File: config.mk
export PLATFORM = sky130hd
export DESIGN_NAME = dbgw_unit
export DESIGN_NICKNAME = d
export VERILOG_FILES = /design/src/rtl/dbgw_pkg.sv /design/src/rtl/dbgw_cfg_regs.sv /design/src/rtl/dbgw_watch_cmp.sv /design/src/rtl/dbgw_ctrl.sv /design/src/rtl/dbgw_unit.sv
export SDC_FILE = /design/constraint.sdc
export NUM_CORES = 1
export LEC_CHECK = 0
export BUFFER_PORTS_ARGS = -buffer_cell sky130_fd_sc_hd__buf_2
export CORE_ASPECT_RATIO = 1.5
export CORE_MARGIN = 2
export CORE_UTILIZATION = 50
export DETAILED_ROUTE_END_ITERATION = 10
export PLACE_DENSITY = 0.91
export SYNTH_ARGS = -nofsm -noshare
export SYNTH_HDL_FRONTEND = slang
export SYNTH_SLANG_ARGS = --single-unit
export TNS_END_PERCENT = 50
File: constraint.sdc
create_clock -name clk -period 4.4 [get_ports clk]
set_clock_uncertainty 0.1 [all_clocks]
set_input_delay 0.88 -clock clk [delete_from_list [all_inputs] [get_ports clk]]
set_output_delay 0.88 -clock clk [all_outputs]
set_load 0.02 [all_outputs]
File: src/rtl/dbgw_pkg.sv
package dbgw_pkg;

    typedef enum logic [1:0] {
        SRC_NONE  = 2'b00,
        SRC_SWBRK = 2'b01,
        SRC_WATCH = 2'b10
    } brk_src_e;

endpackage

File: src/rtl/dbgw_cfg_regs.sv
module dbgw_cfg_regs #(
    parameter int AW = 12,
    parameter int DW = 8
) (
    input  logic          clk,
    input  logic          rst_n,
    input  logic          load_i,
    input  logic          bp_en_i,
    input  logic [AW-1:0] addr_i,
    input  logic          rd_en_i,
    input  logic          wr_en_i,
    input  logic          dat_en_i,
    input  logic [DW-1:0] dat_i,
    output logic          bp_en_o,
    output logic [AW-1:0] addr_o,
    output logic          rd_en_o,
    output logic          wr_en_o,
    output logic          dat_en_o,
    output logic [DW-1:0] dat_o
);

    typedef struct packed {
        logic          bp_en;
        logic          rd_en;
        logic          wr_en;
        logic          dat_en;
        logic [AW-1:0] addr;
        logic [DW-1:0] dat;
    } cfg_t;

    cfg_t cfg_d, cfg_q;

    always_comb begin
        cfg_d = cfg_q;
        if (load_i) begin
            cfg_d.bp_en  = bp_en_i;
            cfg_d.rd_en  = rd_en_i;
            cfg_d.wr_en  = wr_en_i;
            cfg_d.dat_en = dat_en_i;
            cfg_d.addr   = addr_i;
            cfg_d.dat    = dat_i;
        end
    end

    always_ff @(posedge clk or negedge rst_n) begin
        if (!rst_n) cfg_q <= '0;
        else        cfg_q <= cfg_d;
    end

    assign bp_en_o  = cfg_q.bp_en;
    assign addr_o   = cfg_q.addr;
    assign rd_en_o  = cfg_q.rd_en;
    assign wr_en_o  = cfg_q.wr_en;
    assign dat_en_o = cfg_q.dat_en;
    assign dat_o    = cfg_q.dat;

    AST_CFG_LOAD_NEXT: assert property (@(posedge clk) disable iff (!rst_n)
        load_i |=> (addr_o == $past(addr_i)) && (bp_en_o == $past(bp_en_i)));
    AST_CFG_HOLD: assert property (@(posedge clk) disable iff (!rst_n)
        !load_i |=> $stable(addr_o) && $stable(dat_o));

endmodule

File: src/rtl/dbgw_watch_cmp.sv
module dbgw_watch_cmp #(
    parameter int AW = 12,
    parameter int DW = 8
) (
    input  logic [AW-1:0] acc_addr_i,
    input  logic [DW-1:0] acc_dat_i,
    input  logic          acc_rd_i,
    input  logic          acc_wr_i,
    input  logic [AW-1:0] wp_addr_i,
    input  logic          wp_rd_en_i,
    input  logic          wp_wr_en_i,
    input  logic          wp_dat_en_i,
    input  logic [DW-1:0] wp_dat_i,
    output logic          hit_o
);

    logic kind_ok, addr_ok, dat_ok;

    always_comb begin
        kind_ok = (acc_rd_i & wp_rd_en_i) | (acc_wr_i & wp_wr_en_i);
        addr_ok = (acc_addr_i == wp_addr_i);
        dat_ok  = !wp_dat_en_i || (acc_dat_i == wp_dat_i);
        hit_o   = kind_ok && addr_ok && dat_ok;
    end

endmodule

File: src/rtl/dbgw_ctrl.sv
module dbgw_ctrl
    import dbgw_pkg::*;
(
    input  logic       clk,
    input  logic       rst_n,
    input  logic       brk_op_i,
    input  logic       bp_en_i,
    input  logic       wp_hit_i,
    input  logic       resume_i,
    output logic       dbg_o,
    output logic [1:0] src_o
);

    typedef struct packed {
        logic     dbg;
        brk_src_e src;
    } st_t;

    st_t st_d, st_q;
    logic bp_hit;

    always_comb begin
        bp_hit = brk_op_i && bp_en_i;
        st_d   = st_q;
        if (st_q.dbg) begin
            if (resume_i) st_d.dbg = 1'b0;
        end else if (bp_hit) begin
            st_d.dbg = 1'b1;
            st_d.src = SRC_SWBRK;
        end else if (wp_hit_i) begin
            st_d.dbg = 1'b1;
            st_d.src = SRC_WATCH;
        end
    end

    always_ff @(posedge clk or negedge rst_n) begin
        if (!rst_n) st_q <= '{dbg: 1'b0, src: SRC_NONE};
        else        st_q <= st_d;
    end

    assign dbg_o = st_q.dbg;
    assign src_o = st_q.src;

    AST_BRK_ENTERS: assert property (@(posedge clk) disable iff (!rst_n)
        (!dbg_o && brk_op_i && bp_en_i) |=> dbg_o && (src_o == 2'b01));
    AST_BRK_NOP: assert property (@(posedge clk) disable iff (!rst_n)
        (!dbg_o && brk_op_i && !bp_en_i && !wp_hit_i) |=> !dbg_o && $stable(src_o));
    AST_WP_ENTERS: assert property (@(posedge clk) disable iff (!rst_n)
        (!dbg_o && wp_hit_i && !(brk_op_i && bp_en_i)) |=> dbg_o && (src_o == 2'b10));
    AST_HOLD_HALT: assert property (@(posedge clk) disable iff (!rst_n)
        (dbg_o && !resume_i) |=> dbg_o && $stable(src_o));
    AST_RESUME_CLR: assert property (@(posedge clk) disable iff (!rst_n)
        (dbg_o && resume_i) |=> !dbg_o && $stable(src_o));
    AST_SRC_ONEHOT: assert property (@(posedge clk) disable iff (!rst_n)
        $onehot0(src_o));

endmodule

File: src/rtl/dbgw_unit.sv
module dbgw_unit #(
    parameter int AW = 12,
    parameter int DW = 8
) (
    input  logic          clk,
    input  logic          rst_n,
    input  logic          brk_op_i,
    input  logic [AW-1:0] rf_addr_i,
    input  logic [DW-1:0] rf_data_i,
    input  logic          rf_rd_i,
    input  logic          rf_wr_i,
    input  logic          cfg_load_i,
    input  logic          cfg_bp_en_i,
    input  logic [AW-1:0] cfg_wp_addr_i,
    input  logic          cfg_wp_rd_en_i,
    input  logic          cfg_wp_wr_en_i,
    input  logic          cfg_wp_dat_en_i,
    input  logic [DW-1:0] cfg_wp_dat_i,
    input  logic          resume_i,
    output logic          dbg_mode_o,
    output logic          cpu_idle_o,
    output logic [1:0]    brk_src_o
);

    logic          bp_en, rd_en, wr_en, dat_en, wp_hit, dbg;
    logic [AW-1:0] wp_addr;
    logic [DW-1:0] wp_dat;

    dbgw_cfg_regs #(.AW(AW), .DW(DW)) u_cfg (
        .clk(clk), .rst_n(rst_n), .load_i(cfg_load_i),
        .bp_en_i(cfg_bp_en_i), .addr_i(cfg_wp_addr_i),
        .rd_en_i(cfg_wp_rd_en_i), .wr_en_i(cfg_wp_wr_en_i),
        .dat_en_i(cfg_wp_dat_en_i), .dat_i(cfg_wp_dat_i),
        .bp_en_o(bp_en), .addr_o(wp_addr), .rd_en_o(rd_en),
        .wr_en_o(wr_en), .dat_en_o(dat_en), .dat_o(wp_dat)
    );

    dbgw_watch_cmp #(.AW(AW), .DW(DW)) u_cmp (
        .acc_addr_i(rf_addr_i), .acc_dat_i(rf_data_i),
        .acc_rd_i(rf_rd_i), .acc_wr_i(rf_wr_i),
        .wp_addr_i(wp_addr), .wp_rd_en_i(rd_en), .wp_wr_en_i(wr_en),
        .wp_dat_en_i(dat_en), .wp_dat_i(wp_dat), .hit_o(wp_hit)
    );

    dbgw_ctrl u_ctrl (
        .clk(clk), .rst_n(rst_n), .brk_op_i(brk_op_i), .bp_en_i(bp_en),
        .wp_hit_i(wp_hit), .resume_i(resume_i), .dbg_o(dbg), .src_o(brk_src_o)
    );

    assign dbg_mode_o = dbg;
    assign cpu_idle_o = dbg;

    AST_WP_ADDR_ONLY: assert property (@(posedge clk) disable iff (!rst_n)
        (!dbg_mode_o && !brk_op_i && (rf_addr_i != wp_addr)) |=> !dbg_mode_o);
    AST_WP_DATA_GATE: assert property (@(posedge clk) disable iff (!rst_n)
        (!dbg_mode_o && !brk_op_i && dat_en && (rf_data_i != wp_dat)) |=> !dbg_mode_o);

endmodule

# Yosys cells after proc, flatten, opt, wreduce, memory -nomap -nowiden
# Index checks and enable logic that the tools add are counted.
[totals] mem_bits_ro=0 regBits=27 latch_bits=0 input_bits=51 ramBits=0 memories=0
[classes] bitwise=4 div=0 n_addsub=0 muxes=4 n_reduce_logical=7 n_lt_le_gt_ge=0 mul=0 shift=0 eq_ne=2
[ops] operator="$eq 12x12->1" count=1
[ops] operator="$eq 8x8->1" count=1
[ops] operator="$mux 3" count=2
[ops] operator="$logic_and 1x1->1" count=3
[ops] operator="$and 1x1->1" count=2
[ops] operator="$mux 1" count=2
[ops] operator="$reduce_and 2->1" count=1
[ops] operator="$reduce_bool 2->1" count=1
[ops] operator="$logic_not 1->1" count=1
[ops] operator="$logic_or 1x1->1" count=1
[ops] operator="$not 1->1" count=1
[ops] operator="$or 1x1->1" count=1

# Longest topological paths before layout
# Gate-level depths: netlist of the first run.
[logic_depth] word_depth=7 depth_mapped=4 depth_no_buf=4

# Hierarchy
# From an unflattened synthesis of the first run, not the netlist that was laid out.
[hier_totals] cells_unflattened=91 hier_area_um2=1366.3
[modules_own_cells] mod="dbgw_cfg_regs" cells_each=51 area_each_um2=997.2 n_inst=1
[modules_own_cells] mod="dbgw_watch_cmp" cells_each=29 area_each_um2=236.5 n_inst=1
[modules_own_cells] mod="dbgw_ctrl" cells_each=10 area_each_um2=125.1 n_inst=1
[modules_own_cells] mod="dbgw_unit" cells_each=1 area_each_um2=7.5 n_inst=1

# Least setup slack after synthesis of the first run
# Ideal clock, no wire load.
[synth_path] kind="input-to-reg" from="in rf_addr_i[7]" to="reg u_ctrl.st_q, in the netlist u_ctrl.src_o[0]" t_arrival_ns=1.713 setup_slack_ns=2.463 cell_stages=4 required_ns=4.176 cell_sequence="xor2_1 > nor4_2 > nand4_1 > a211o_1"
[synth_between] elab_chain_cells=5
[synth_rtl] element="from (decl)" line="dbgw_unit.sv:8" source="input logic [AW-1:0] rf_addr_i,"
[synth_rtl] element="$eq 12x12->1" line="dbgw_watch_cmp.sv:21" source="addr_ok = (acc_addr_i == wp_addr_i);"
[synth_rtl] element="$logic_and 1x1->1 (2 in series)" line="dbgw_watch_cmp.sv:23" source="hit_o = kind_ok && addr_ok && dat_ok;"
[synth_rtl] element="$reduce_bool 2->1 (no source line)"
[synth_rtl] element="$reduce_and 2->1 (no source line)"
[synth_rtl] element="to (signal assigned)" line="dbgw_ctrl.sv:37" source="if (!rst_n) st_q <= '{dbg: 1'b0, src: SRC_NONE};"
[synth_rtl] element="to (signal assigned)" line="dbgw_ctrl.sv:38" source="else st_q <= st_d;"
[synth_rtl] element="to (decl)" line="dbgw_ctrl.sv:19" source="st_t st_d, st_q;"
# Every way passes these cells.
# A chain may end at the register's enable or synchronous reset.

# Worst setup path in the final report of the first run
[layout_path] from="reg u_ctrl.st_q, in the netlist u_ctrl.dbg_o" to="out cpu_idle_o"
[layout_rtl] element="to (decl)" line="dbgw_unit.sv:21" source="output logic cpu_idle_o,"
# No word-level cell between the ends.

==> results of run 1 <==
power by group through the flow:
stage | clock network, µW | registers (µW) | logic (µW)
3_5_place_dp | 0 | 293 | 94.4
4_1_cts | 105 | 288 | 94.5
3_3_place_gp | 0 | 291 | 91.2
6_report | 99.5 | 288 | 92.5
2_1_floorplan | 0 | 290 | 58.1
5_1_grt | 112 | 291 | 104
cell families after synthesis:
kind of cell / after synthesis / synth area share [%]
flops: 27 / 52.4
mux: 24 / 21.0
xor+xnor: 20 / 13.6
simple gates: 11 / 6.80
compound gates: 8 / 3.98
buf+inv: 6 / 2.23
metrics by stage:
step,total power [µW],hold slack (ps)
6_report,479,406
5_1_grt,508,437
4_1_cts,487,414
3_5_place_dp,387,381
3_3_place_gp,382,372
2_1_floorplan,348,359
cell usage in the layout (no fill, tap or decap), drive strengths merged:
master,netlist,layout
o21ai,1,1
clkinv,0,1
nand4,1,1
clkbuf,1,3
a21boi,1,1
nor2,2,2
a211oi,1,1
a211o,1,1
xor2,20,20
inv,2,2
nor4,5,5
mux2,24,24
buf,3,54
a21oi,3,3
nand2,3,3
a22oi,1,1
dfrtp,27,27
layout make-up:
type / instances / area [µm²] / area share, %
Clock buffer: 3 / 22.5 / 1.41
Sequential cell: 27 / 676 / 42.4
Timing Repair Buffer: 54 / 270 / 16.9
Tap cell: 24 / 30.0 / 1.88
Clock inverter: 1 / 5.00 / 0.314
Multi-Input combinational cell: 63 / 584 / 36.6
Inverter: 2 / 7.51 / 0.471
path summary, 6_finish.rpt:
path | slack [ps] | depth (start not counted) | to
min in group asynchronous | 450 | 1 | u_ctrl.dbg_o$_DFF_PN0_
max reg2reg | 2830 | 4 | u_ctrl.src_o[0]$_DFFE_PN0P_
max in group asynchronous | 3370 | 1 | u_ctrl.src_o[1]$_DFFE_PN0P_
min | 410 | 1 | u_cfg.rd_en_o$_DFFE_PN0P_
min reg2reg | 410 | 1 | u_cfg.rd_en_o$_DFFE_PN0P_
max | 2490 | 1 | cpu_idle_o
routing by layer:
layer / GRT usage (%) / up-vias / wire length (µm)
li1: - / 441 / -
met1: 22.6 / 430 / 867
met2: 30.3 / 22 / 1300
met3: 1.64 / 2 / 91
met4: 6.25 / 0 / 21
met5: 0 / - / 0
flip-flops by register name, summed over array words and instances, names as in the netlist:
register and cells:
u_cfg.addr_o 12, u_cfg.dat_o 8, u_ctrl.src_o 2, u_cfg.bp_en_o 1
u_cfg.dat_en_o 1, u_cfg.rd_en_o 1, u_cfg.wr_en_o 1, u_ctrl.dbg_o 1
==> flow_metrics.py, run 1 <==
metrics = {
    "status": {
        "outcome": "completed",
    },
    "min_path": {
        "hp-class": "register to register",
        "hp-start": "u_cfg.rd_en_o$_DFFE_PN0P_",
    },
    "power_and_ir_drop": {
        "internal_power_uw": 355,
        "pwr-share-seq_pct": 60.0,
        "p_leak_uw": 0.000768,
        "clock_power_share_pct": 20.7,
        "power.switching_uw": 124,
        "p_sw_share_pct": 25.9,
        "pwr_density_cell_mw_per_mm2": 301,
        "combPwrFrac_pct": 19.3,
        "ir_drop_mv": 0.318,
    },
    "logic_synthesis": {
        "synth-edff-count": 0,
        "seq_area_frac_synth_pct": 52.4,
        "synth.most_common_cell": "dfrtp_1",
        "yosysWarnings": 0,
        "synth_cells": 96,
        "ys_top_cells_by_count": "dfrtp_1 (27), xor2_1 (20), mux2_1 (15)",
        "synth_seq_cells": 27,
        "syn-num-nets": 147,
        "synth_top_area_share_pct": 52.4,
        "synthTopCellsByArea": "dfrtp_1 (52%), xor2_1 (14%), mux2_1 (13%)",
        "async_flop_share_pct": 100,
        "synth_area_mm2": 0.00129,
        "synth_top_cell_by_area": "dfrtp_1",
        "syn_area_per_cell_um2": 13.4,
        "ys_types": 18,
        "synth_ff_type": "dfrtp_1",
    },
    "detailed_routing": {
        "drc": 0,
        "firstDrtPassIters": 4,
        "via_per_inst": 5.14,
        "drt_iter0_drc": 5,
        "via_count": 895,
        "drt_wl_total_um": 2280,
        "wl_per_cell_um": 13.1,
        "antenna_left": 0,
    },
    "cts": {
        "clock_sinks": 27,
        "clk_latency_ps": 310,
        "cts_tree": "done",
        "cts-buffers-inserted": 3,
        "clkTransAtPathRegs_ps": 140,
        "clock_tree.root_cell": "clkbuf_4",
        "cts_hold_buffers": 0,
        "cts_resized": 0,
        "htreeDepth": 1,
        "clock_path_buffers": 2,
        "post_cts_buffers": 0,
    },
    "setup_path": {
        "cp_slowest_cell": "dfrtp_1",
        "crit_chain": "buf_2",
        "end_kind": "output pin",
        "startpoint_type": "register",
        "crit_fanout": 5,
        "timing.rr.start": "u_cfg.dat_o[6]$_DFFE_PN0P_",
        "max_stage_delay_ps": 450,
        "critPathLaunch": "u_ctrl.dbg_o$_DFF_PN0_",
        "path_class": "register to output pin",
        "cp_num_buf_inv": 1,
        "critPathRequiredTime_ps": 3420,
        "arrival_ps": 930,
        "path_delay_family": "flip-flops",
    },
    "placement": {
        "gp_congestion": 0.708,
        "dp_cells": 170,
        "dp_hpwl_um": 1880,
        "placed_area_mm2": 0.00157,
        "pre_cts_ws_ps": 2230,
        "port_buffers": 54,
    },
    "die": {
        "start_util_pct": 52.6,
        "dieArea_mm2": 0.00301,
        "rows": 22,
        "coreArea_mm2": 0.00245,
        "die_h_um": 66.2,
        "fp.dieW_um": 45.5,
        "num_io_pins": 55,
    },
    "run": {
        "cap_viol_max_count": 0,
    },
    "finish": {
        "stdcell_count": 174,
        "nets": 202,
        "drive_gt1_share_pct": 48.0,
        "syn_to_final_growth_pct": 23.8,
        "fin_util_pct": 65.1,
        "stdcell_area_mm2": 0.00160,
        "antenna_cells": 0,
        "final.fill_count": 191,
    },
    "sta": {
        "setup_ws_ps": 2490,
        "max_freq_mhz": 524,
        "period_minus_slack_ps": 1910,
        "maxSlewViolCount": 0,
        "slew_headroom_pct": 61.4,
        "finalHoldViolations": 0,
        "rsz0062_at_grt": "no",
        "worst_pin_slew_ps": 579,
        "setup-violations-final": 0,
        "tns_ps": 0,
        "finalCritPeriodShare_pct": 43.4,
    },
    "global_route": {
        "grt_pass1_vias": 936,
        "antenna_found_initial": 0,
        "gr-total-overflow": 0,
        "grt_max_degree": 28,
        "track_usage_pct": 17.7,
        "grt_pass1_wl_um": 3940,
    },
}
Note: power is estimated with default switching activity, not from simulation.
==> run 2, diff against run 1 <==
--- a/config.mk
+++ b/config.mk
@@ -8,9 +8,9 @@
 export BUFFER_PORTS_ARGS = -buffer_cell sky130_fd_sc_hd__buf_2
 export CORE_ASPECT_RATIO = 1.5
 export CORE_MARGIN = 2
-export CORE_UTILIZATION = 50
+export CORE_UTILIZATION = 42
 export DETAILED_ROUTE_END_ITERATION = 10
-export PLACE_DENSITY = 0.91
+export PLACE_DENSITY = 0.83
 export SYNTH_ARGS = -nofsm -noshare
 export SYNTH_HDL_FRONTEND = slang
 export SYNTH_SLANG_ARGS = --single-unit
==> constraint.sdc (replaced) <==
create_clock -name clk -period 1.7 [get_ports clk]
set_clock_uncertainty 0.1 [all_clocks]
set_input_delay 0.34 -clock clk [delete_from_list [all_inputs] [get_ports clk]]
set_output_delay 0.34 -clock clk [all_outputs]
set_load 0.02 [all_outputs]
==> flow_metrics.py, run 2 (synthesis gave the netlist of run 1 again) <==
metrics = {
    "sta": {
        "maxSlewViolCount": 0,
        "slew_headroom_pct": 60.4,
        "rsz0062_at_grt": "no",
        "period_minus_slack_ps": 1590,
        "timing.hold.ws_ps": 179,
        "worst_pin_slew_ps": 595,
        "setup-violations-final": 0,
        "tns_ps": 0,
        "finalHoldViolations": 0,
        "finalCritPeriodShare_pct": 93.6,
        "max_freq_mhz": 628,
    },
    "global_route": {
        "met1_usage_pct": 16.4,
        "track_usage_pct": 15.6,
        "antenna_found_initial": 0,
        "grt_pass1_vias": 1036,
        "grt_max_degree": 28,
        "grt_pass1_wl_um": 4280,
        "use_met3_pct": 2.92,
        "gr-total-overflow": 0,
        "grt_use_met2_pct": 29.7,
        "gr-max-usage-layer": "met2",
    },
    "setup_path": {
        "r2r_setup_slack_ps": 110,
        "r2r_cells": 4,
        "startpoint_type": "register",
        "critPathRequiredTime_ps": 1760,
        "cp-endpoint": "u_ctrl.src_o[0]$_DFFE_PN0P_",
        "crit_fanout": 3,
        "path_class": "register to register",
        "end_kind": "register",
        "critPathLaunch": "u_cfg.addr_o[11]$_DFFE_PN0P_",
        "r2r_end": "u_ctrl.src_o[0]$_DFFE_PN0P_",
        "timing.rr.start": "u_cfg.addr_o[11]$_DFFE_PN0P_",
        "arrival_ps": 1650,
    },
    "finish": {
        "largest_reg_flops": 12,
        "seqCellArea_um2": 676,
        "antenna_cells": 0,
        "drive_gt1_share_pct": 48.0,
        "syn_to_final_growth_pct": 29.0,
        "final_common_cell": "buf_2",
        "layout_common_cells": "buf_2 (54), dfrtp_1 (27), xor2_1 (20)",
        "fin_util_pct": 57.1,
        "multiInputGateArea_um2": 584,
        "nets": 204,
        "final.fill_count": 272,
        "stdcell_area_mm2": 0.00166,
        "stdcell_count": 191,
    },
    "die": {
        "num_io_pins": 55,
        "coreArea_mm2": 0.00291,
        "fp.dieW_um": 49.2,
        "start_util_pct": 44.2,
        "dieArea_mm2": 0.00354,
        "rows": 24,
        "die_h_um": 71.8,
    },
    "detailed_routing": {
        "antenna_left": 0,
        "wl_per_cell_um": 13.1,
        "firstDrtPassIters": 4,
        "drt_wl_total_um": 2500,
        "drt_iter0_drc": 24,
        "drc": 0,
        "via_count": 896,
        "via_per_inst": 4.69,
    },
    "cts": {
        "cts-buffers-inserted": 3,
        "clkTransAtPathRegs_ps": 90,
        "post_cts_buffers": 0,
        "cts_hold_buffers": 1,
        "htreeDepth": 1,
        "cts_resized": 0,
        "clock_path_buffers": 2,
        "clk_latency_ps": 270,
        "clock_sinks": 27,
        "cts_tree": "done",
        "clock_tree.root_cell": "clkbuf_8",
    },
    "power_and_ir_drop": {
        "pwr_density_cell_mw_per_mm2": 814,
        "p_leak_uw": 0.000790,
        "ir_drop_mv": 0.624,
    },
    "run": {
        "cap_viol_max_count": 0,
    },
    "placement": {
        "gp_congestion": 0.764,
        "port_buffers": 54,
        "placed_area_mm2": 0.00161,
        "dp_cells": 186,
    },
    "status": {
        "outcome": "completed",
    },
    "min_path": {
        "hp-class": "input port to register",
        "hp-start": "cfg_wp_dat_i[1]",
    },
}
[run 2: worst min path at each step]
stage,end,cells past startpoint
4_1_cts,u_cfg.dat_o[1]$_DFFE_PN0P_,2
3_5_place_dp,u_cfg.dat_o[2]$_DFFE_PN0P_,1
6_report,u_cfg.dat_o[1]$_DFFE_PN0P_,2
2_1_floorplan,u_cfg.addr_o[0]$_DFFE_PN0P_,0
3_3_place_gp,u_cfg.dat_o[3]$_DFFE_PN0P_,1
5_1_grt,u_cfg.dat_o[1]$_DFFE_PN0P_,2
[run 2: layer usage]
metal	vias up	part of all wire, %
met2	28	58
met3	4	4.3
met4	0	0.84
met1	422	37
li1	442	-
met5	-	0
[run 2: critical path, stage by stage (launching register included)]
cell and delay, ps:
dfrtp_1 390, xor2_1 170, nor4_2 310, nand4_1 190
a211o_1 330
[run 2: layout make-up]
class / count / share of cell area (%)
Clock buffer: 3 / 2.48
Clock inverter: 1 / 0.301
Inverter: 2 / 0.451
Multi-Input combinational cell: 63 / 35.1
Sequential cell: 27 / 40.6
Tap cell: 39 / 2.93
Timing Repair Buffer: 56 / 18.1
[run 2: metrics by stage]
step           total power [µW]  setup slack, ps
6_report                   1350              109
5_1_grt                    1430             4.82
4_1_cts                    1370             89.6
3_5_place_dp               1010             38.7
3_3_place_gp                996             79.2
2_1_floorplan               902              255
[run 2: report_power, final]
group | switching [µW] | internal [µW] | total [µW]
clock network | 195 | 164 | 359
registers | 43.8 | 703 | 746
logic | 113 | 136 | 249
total | 352 | 1000 | 1350
==> run 3, diff against run 2 <==
--- a/config.mk
+++ b/config.mk
@@ -10,8 +10,7 @@
 export CORE_MARGIN = 2
 export CORE_UTILIZATION = 42
 export DETAILED_ROUTE_END_ITERATION = 10
-export PLACE_DENSITY = 0.83
+export PLACE_DENSITY_LB_ADDON = 0.2
 export SYNTH_ARGS = -nofsm -noshare
 export SYNTH_HDL_FRONTEND = slang
 export SYNTH_SLANG_ARGS = --single-unit
-export TNS_END_PERCENT = 50
==> flow_metrics.py, run 3 (synthesis gave the netlist of run 1 again) <==
metrics = {
    "finish": {
        "layout_common_cells": "buf_2 (54), dfrtp_1 (27), xor2_1 (20)",
        "stdcell_area_mm2": 0.00166,
        "final_common_cell": "buf_2",
        "syn_to_final_growth_pct": 28.9,
        "antenna_cells": 0,
        "nets": 204,
        "drive_gt1_share_pct": 47.4,
        "largest_reg_flops": 12,
    },
    "die": {
        "rows": 24,
        "fp.dieW_um": 49.2,
        "coreArea_mm2": 0.00291,
        "die_h_um": 71.8,
        "dieArea_mm2": 0.00354,
        "start_util_pct": 44.2,
        "num_io_pins": 55,
    },
    "sta": {
        "worst_pin_slew_ps": 592,
        "finalCritPeriodShare_pct": 95.1,
        "finalHoldViolations": 0,
        "maxSlewViolCount": 0,
        "tns_ps": 0,
        "period_minus_slack_ps": 1620,
        "slew_headroom_pct": 60.5,
        "max_freq_mhz": 619,
        "rsz0062_at_grt": "no",
        "setup-violations-final": 0,
    },
    "cts": {
        "clk_latency_ps": 260,
        "cts-buffers-inserted": 3,
        "post_cts_buffers": 0,
        "clock_sinks": 27,
        "clkTransAtPathRegs_ps": 80,
        "clock_tree.root_cell": "clkbuf_8",
        "clock_path_buffers": 2,
        "cts_tree": "done",
        "htreeDepth": 1,
    },
    "detailed_routing": {
        "wl_per_cell_um": 12.7,
        "via_count": 937,
        "drt_wl_total_um": 2430,
        "via_per_inst": 4.91,
        "drc": 0,
        "antenna_left": 0,
        "drt_iter0_drc": 17,
        "firstDrtPassIters": 4,
    },
    "setup_path": {
        "end_kind": "register",
        "path_class": "register to register",
        "arrival_ps": 1670,
        "startpoint_type": "register",
        "r2r_cells": 4,
        "crit_fanout": 3,
        "critPathRequiredTime_ps": 1750,
    },
    "global_route": {
        "grt_pass1_wl_um": 3980,
        "antenna_found_initial": 0,
        "grt_pass1_vias": 937,
        "grt_max_degree": 28,
        "track_usage_pct": 14.9,
        "gr-total-overflow": 0,
    },
    "power_and_ir_drop": {
        "pwr_density_cell_mw_per_mm2": 805,
        "ir_drop_mv": 0.628,
        "p_leak_uw": 0.000787,
    },
    "min_path": {
        "whs_path_depth": 2,
        "hp-class": "input port to register",
    },
    "status": {
        "outcome": "completed",
    },
    "placement": {
        "port_buffers": 54,
        "gp_congestion": 0.697,
        "placed_area_mm2": 0.00161,
    },
    "run": {
        "cap_viol_max_count": 0,
    },
}
## run 3: cell count changes in the layout (fill, tap and decap cells not counted)
cell / delta
clkbuf_1: +1
clkinv_2: -1
## run 3: worst paths after layout
path	from	to	slack [ps]
max	u_cfg.addr_o[7]$_DFFE_PN0P_	u_ctrl.src_o[0]$_DFFE_PN0P_	80
max reg2reg	u_cfg.addr_o[7]$_DFFE_PN0P_	u_ctrl.src_o[0]$_DFFE_PN0P_	80
min in group asynchronous	rst_n	u_cfg.dat_o[3]$_DFFE_PN0P_	510
min	cfg_wp_dat_en_i	u_cfg.dat_en_o$_DFFE_PN0P_	190
max in group asynchronous	rst_n	u_cfg.addr_o[4]$_DFFE_PN0P_	600
min reg2reg	u_cfg.wr_en_o$_DFFE_PN0P_	u_cfg.wr_en_o$_DFFE_PN0P_	400
## run 3: routing by layer
metal / GRT usage [%] / share of wire [%] / vias to the layer above
met2: 28.4 / 57 / 31
met1: 15.5 / 36 / 460
li1: - / - / 444
met3: 2.50 / 5.4 / 2
met4: 6.67 / 1.1 / 0
met5: 0 / 0 / -
## run 3: layout make-up
cell class,count,area [µm²]
clock buffers,4,45.0
fillers,265,1250
inverters,2,7.51
multi-input cells,63,584
flip-flops and latches,27,676
well taps,39,48.8
repair buffers,56,300
## run 3: timing repair
action                                  4_1_cts  5_1_grt
endpoints found under the setup margin        0        1
hold buffers                                  1        0
endpoints found under the hold margin        27        0
resized for setup                             0        0
## run 3: metrics by stage
stage | worst slack (ps) | hold WS [ps] | util, % | std cells | total power (µW)
3_5_place_dp | 34.0 | 282 | 55.2 | 186 | 1010
6_report | 83.3 | 188 | 57.0 | 191 | 1340
2_1_floorplan | 255 | -55.6 | - | 96 | 902
3_3_place_gp | 75.4 | 273 | 55.2 | 186 | 997
4_1_cts | 68.5 | 179 | 57.0 | 191 | 1370
5_1_grt | 17.0 | 177 | 57.0 | 191 | 1420
## run 3: report_power, final
group / internal, µW / switching (µW)
registers: 703 / 40.4
logic: 136 / 114
clock network: 167 / 177
## run 3: critical path, stage by stage (launching register included)
cell and delay [ps]:
dfrtp_1 400, xor2_1 170, nor4_2 330, nand4_1 190
a211o_1 330
